===== src/rtl/os_oneshot_pkg.sv =====
package os_oneshot_pkg;

  typedef struct packed {
    logic a;
    logic b;
  } os_ctl_t;

  // zero length is treated as one cycle
  function automatic logic [31:0] os_clamp_len(input logic [31:0] len);
    return (len == 32'd0) ? 32'd1 : len;
  endfunction

endpackage


===== src/rtl/os_sync.sv =====
module os_sync #(
  parameter int unsigned W      = 2,
  parameter int unsigned STAGES = 2
) (
  input  logic         clk_i,
  input  logic         rst_ni,
  input  logic [W-1:0] d_i,
  output logic [W-1:0] q_o
);

  logic [W-1:0] stg_q [STAGES];

  for (genvar i = 0; i < STAGES; i++) begin : g_stage
    if (i == 0) begin : g_first
      always_ff @(posedge clk_i or negedge rst_ni) begin
        if (!rst_ni) stg_q[i] <= '0;
        else         stg_q[i] <= d_i;
      end
    end else begin : g_next
      always_ff @(posedge clk_i or negedge rst_ni) begin
        if (!rst_ni) stg_q[i] <= '0;
        else         stg_q[i] <= stg_q[i-1];
      end
    end
  end

  assign q_o = stg_q[STAGES-1];

endmodule


===== src/rtl/os_trig_detect.sv =====
module os_trig_detect
  import os_oneshot_pkg::*;
#(
  parameter int unsigned STAGES = 2
) (
  input  logic    clk_i,
  input  logic    rst_ni,
  input  os_ctl_t cur_i,
  output logic    trig_o
);

  localparam int unsigned PRIME_N = STAGES + 1;
  localparam int unsigned PRIME_W = $clog2(PRIME_N + 1);

  os_ctl_t             prev_q;
  logic [PRIME_W-1:0]  prime_q;
  logic                armed;
  logic                b_rise;
  logic                a_fall;

  always_ff @(posedge clk_i or negedge rst_ni) begin
    if (!rst_ni) begin
      prev_q  <= '0;
      prime_q <= '0;
    end else begin
      prev_q <= cur_i;
      if (!armed) prime_q <= prime_q + 1'b1;
    end
  end

  // edges count only once the history holds real samples
  assign armed  = (prime_q == PRIME_W'(PRIME_N));
  assign b_rise = cur_i.b & ~prev_q.b & ~cur_i.a;
  assign a_fall = ~cur_i.a & prev_q.a & cur_i.b;
  assign trig_o = armed & (b_rise | a_fall);

endmodule


===== src/rtl/os_pulse_timer.sv =====
module os_pulse_timer
  import os_oneshot_pkg::*;
#(
  parameter int unsigned CNT_W = 8
) (
  input  logic             clk_i,
  input  logic             rst_ni,
  input  logic             start_i,
  input  logic             clr_i,
  input  logic [CNT_W-1:0] len_i,
  output logic             active_o
);

  logic             act_q;
  logic [CNT_W-1:0] cnt_q;
  logic [CNT_W-1:0] load_len;

  assign load_len = CNT_W'(os_clamp_len(32'(len_i)));

  always_ff @(posedge clk_i or negedge rst_ni) begin
    if (!rst_ni) begin
      act_q <= 1'b0;
      cnt_q <= '0;
    end else if (clr_i) begin
      act_q <= 1'b0;
      cnt_q <= '0;
    end else if (act_q) begin
      if (cnt_q == '0) act_q <= 1'b0;
      else             cnt_q <= cnt_q - 1'b1;
    end else if (start_i) begin
      act_q <= 1'b1;
      cnt_q <= load_len - 1'b1;
    end
  end

  assign active_o = act_q;

endmodule


===== src/rtl/os_oneshot.sv =====
module os_oneshot
  import os_oneshot_pkg::*;
#(
  parameter int unsigned CNT_W  = 8,
  parameter int unsigned STAGES = 2
) (
  input  logic             clk_i,
  input  logic             rst_ni,
  input  logic             a_i,
  input  logic             b_i,
  input  logic             clr_i,
  input  logic [CNT_W-1:0] len_i,
  output logic             q_o,
  output logic             qn_o
);

  os_ctl_t raw_ctl;
  os_ctl_t sync_ctl;
  logic    trig;
  logic    active;

  assign raw_ctl.a = a_i;
  assign raw_ctl.b = b_i;

  os_sync #(
    .W      ($bits(os_ctl_t)),
    .STAGES (STAGES)
  ) i_sync (
    .clk_i  (clk_i),
    .rst_ni (rst_ni),
    .d_i    (raw_ctl),
    .q_o    (sync_ctl)
  );

  os_trig_detect #(
    .STAGES (STAGES)
  ) i_detect (
    .clk_i  (clk_i),
    .rst_ni (rst_ni),
    .cur_i  (sync_ctl),
    .trig_o (trig)
  );

  os_pulse_timer #(
    .CNT_W (CNT_W)
  ) i_timer (
    .clk_i    (clk_i),
    .rst_ni   (rst_ni),
    .start_i  (trig),
    .clr_i    (clr_i),
    .len_i    (len_i),
    .active_o (active)
  );

  // clear masks the output in the same cycle
  assign q_o  = active & ~clr_i;
  assign qn_o = ~q_o;

endmodule


===== config.mk =====
export PLATFORM = sky130hd
export DESIGN_NAME = os_oneshot
export DESIGN_NICKNAME = d
export VERILOG_FILES = /design/src/rtl/os_oneshot_pkg.sv /design/src/rtl/os_sync.sv /design/src/rtl/os_trig_detect.sv /design/src/rtl/os_pulse_timer.sv /design/src/rtl/os_oneshot.sv
export SDC_FILE = /design/constraint.sdc
export NUM_CORES = 1
export LEC_CHECK = 0
export BUFFER_PORTS_ARGS = -buffer_cell sky130_fd_sc_hd__buf_2
export CORE_ASPECT_RATIO = 0.75
export CORE_MARGIN = 2
export CORE_UTILIZATION = 59
export DETAILED_ROUTE_END_ITERATION = 12
export PLACE_DENSITY = 0.89
export SYNTH_ARGS = -nofsm -noshare
export SYNTH_HDL_FRONTEND = slang
export SYNTH_SLANG_ARGS = --single-unit

===== constraint.sdc =====
create_clock -name clk_i -period 3.29 [get_ports clk_i]
set_input_delay 0.1645 -clock clk_i [delete_from_list [all_inputs] [get_ports clk_i]]
set_output_delay 0.1645 -clock clk_i [all_outputs]
set_load 0.1 [all_outputs]

==> results_dict.tcl <==
set metrics [dict create \
    synth_edf_count 0 \
    power_frac_seq_pct 51.9 \
    cellLeakagePower_nw 0.493 \
    required_ns 3.47 \
    nNetsFinal 139 \
    dp_slack_ns 0.984 \
    p_int_w 0.000306 \
    cp_top_family "compound AO/OA/AOI/OAI gates" \
    n_antenna_cell 0 \
    critPathLaunchType "flip-flop" \
    drtPass1Iterations 4 \
    syn_inst 104 \
    wire_per_inst_um 16.2 \
    grt_usage_pct 25.7 \
    die_y_um 40.4 \
    cts.sinks 17 \
    area_growth_pct 12.8 \
    fin_crit_sh_pct 71.7 \
    cts-root-buf "clkbuf_4" \
    slew_viol_final 0 \
    synth_warnings 0 \
    antenna_found_initial 0 \
    utilization_pct 69.3 \
    ir_drop_mv 0.449 \
    total_power_w 0.000451 \
    crit_buf_inv 1 \
    critPathSlowestCell "a221oi_1" \
    criticalPathCategory "reg -> reg" \
    grt_pass1_vias 790 \
    core_area_um2 1690 \
    syn_area_um2 1040 \
    max-clock-path-buffers 2 \
    synth.yosys.seq_area_share_pct 40.9 \
    drtAntennaViolNets 0 \
    path_common_cell "o21ai_0" \
    ys_async_sr_fraction_pct 100 \
    cts_resized 0 \
    layout_setup_ws_ns 0.932 \
    fmax_mhz 424 \
    p_per_area_nw_per_um2 384 \
    syn_area_per_cell_um2 10.0 \
    ios 15 \
    start_util_pct 61.5 \
    die_area_um2 2120 \
    synth.most_common_cell "dfrtp_1" \
    final.setup_skew_ns 0.00569 \
    finalHoldViolCount 0 \
    grt.overflow.total 0 \
    clkPwrFrac_pct 23.9 \
    slew_headroom_pct 66.4 \
    max_stage_delay_ns 0.35 \
    numCtsBuffers 3 \
    cp_max_fo 24 \
    holdBufCountCts 3 \
    hold_path_class "in -> reg" \
    design_area_um2 1170 \
    place_area_um2 1110 \
    synth_top_area_share_pct 40.9 \
    htree_num_levels 1 \
    cp_cell_sequence "buf_4, or4_4, nor2_1, a221oi_1, ha_1, o21ai_0, o21a_1, o21ai_0, a21oi_1" \
    drt_iter0_drc 41 \
    via_count 911 \
    die_w_um 52.5 \
    wirelength_um 2350 \
    rows 13 \
    yosys.area.top_type "dfrtp_1" \
    comb_power_share_pct 24.2 \
    setup.worst_path.start "i_timer.active_o$_DFF_PN0_" \
    cp-end-kind "flip-flop" \
    tightest_slew_ns 0.503 \
    drive_gt1_share_pct 25.2 \
    period_minus_slack_ns 2.36 \
    min_from "clr_i" \
    place.gp.congestion 0.928 \
    drv_cap 0 \
    cts_setup_buffers 0 \
    synth_cell_type_count 42 \
    power.switching_w 0.000144 \
    clock_latency_ns 0.29 \
    clk_pin_slew_ns 0.10 \
    grt_pass1_wl_um 3730 \
    arrival_ns 2.53 \
    synthTopCellsByArea "dfrtp_1, nor2_1, a21oi_1" \
    synthTopCellsByCount "dfrtp_1, nor2_1, a21oi_1, nand2_1, nor3_1" \
    dp_hpwl_um 1810 \
    drc 0 \
    syn_nets 119 \
    port_buffers 14 \
    cts_tree "built" \
    grt_start_max_net_pins 25 \
    timing.rr.start "i_timer.active_o$_DFF_PN0_" \
    status "complete, no violations" \
    rsz0062_at_grt "no" \
    via_per_inst 6.28 \
    switching_share_pct 32.0 \
    finalSetupViolations 0 \
    finalSetupTns_ns 0 \
    synth_ff_type "dfrtp_1" \
    yosys_register_bits 17 \
]
[final cells by class]
type / count / area, µm²
clock buffers: 3 / 22.5
repair buffers: 18 / 108
flip-flops and latches: 17 / 425
clock inverters: 1 / 5.00
inverters: 4 / 15.0
fillers: 142 / 519
well taps: 22 / 27.5
multi-input cells: 80 / 569
[sequential cells by signal, indices dropped and copies added (netlist names)]
| signal | count |
|---|---|
| i_timer.cnt_q | 8 |
| i_detect.prev_q | 2 |
| i_detect.prime_q | 2 |
| i_sync.q_o | 2 |
| i_sync.stg_q | 2 |
| i_timer.active_o | 1 |
[per-layer routing]
| metal | routed length (µm) | vias up | global-route usage [%] | share of wire, % |
|---|---|---|---|---|
| met5 | 0 | - | 0 | 0 |
| met4 | 38 | 0 | 4.49 | 1.6 |
| met3 | 179 | 8 | 7.84 | 7.6 |
| met2 | 1120 | 52 | 45.9 | 48 |
| met1 | 1010 | 422 | 31.7 | 43 |
| li1 | - | 429 | - | - |
[layout by cell type (no fill, tap or decap), types with 2 or more instances in the layout]
master         synthesis  routed
nor2b_1                3       3
buf_2                  0      14
nand3_1                4       4
clkbuf_4               0       3
a31oi_1                4       4
o21ai_0                3       3
dlygate4sd3_1          0       3
xnor2_1                3       3
inv_1                  4       4
nor2_1                11      11
a21oi_1                8       8
or3_1                  2       2
ha_1                   2       2
nor3_1                 6       6
nor4_1                 2       2
dfrtp_1               17      17
nand2_1                6       6
[cell families (layout without fill, tap and decap cells)]
group | count (synthesis) | in the layout | share of synthesized area [%]
and+or+nand+nor | 44 | 44 | 27.4
AOI/OAI and AO/OA | 28 | 28 | 19.5
DFF | 17 | 17 | 40.9
buffers and inverters | 7 | 26 | 4.33
xor gates and xnor gates | 4 | 4 | 3.37
adders and majority gates | 2 | 2 | 2.41
muxes | 2 | 2 | 2.05
[metrics by stage]
| step | instances | hold slack, ns |
|---|---|---|
| 6_report | 145 | 0.174 |
| 3_5_place_dp | 138 | 0.0991 |
| 4_1_cts | 145 | 0.154 |
| 5_1_grt | 145 | 0.161 |
| 2_1_floorplan | 104 | -0.131 |
| 3_3_place_gp | 138 | 0.0935 |
[power groups by stage]
stage               Clock [W]  Combinational (W)  Sequential [W]
global placement            0          0.0000992        0.000237
detailed placement          0           0.000104        0.000238
finish               0.000108           0.000109        0.000234
floorplan                   0          0.0000739        0.000236
CTS                  0.000112           0.000108        0.000234
global route         0.000121           0.000118        0.000236
[final timing paths]
kind	to	slack (ns)	depth (start not counted)
hold / removal	i_timer.cnt_q[7]$_DFFE_PN0P_	0.17	2
max in group asynchronous	i_timer.cnt_q[3]$_DFFE_PN0P_	2.71	2
hold reg to reg	i_sync.q_o[1]$_DFF_PN0_	0.36	0
setup / recovery	i_timer.cnt_q[6]$_DFFE_PN0P_	0.93	9
min in group asynchronous	i_sync.q_o[1]$_DFF_PN0_	0.31	2
setup reg to reg	i_timer.cnt_q[6]$_DFFE_PN0P_	0.93	9
(Power assumes the default switching activity.)
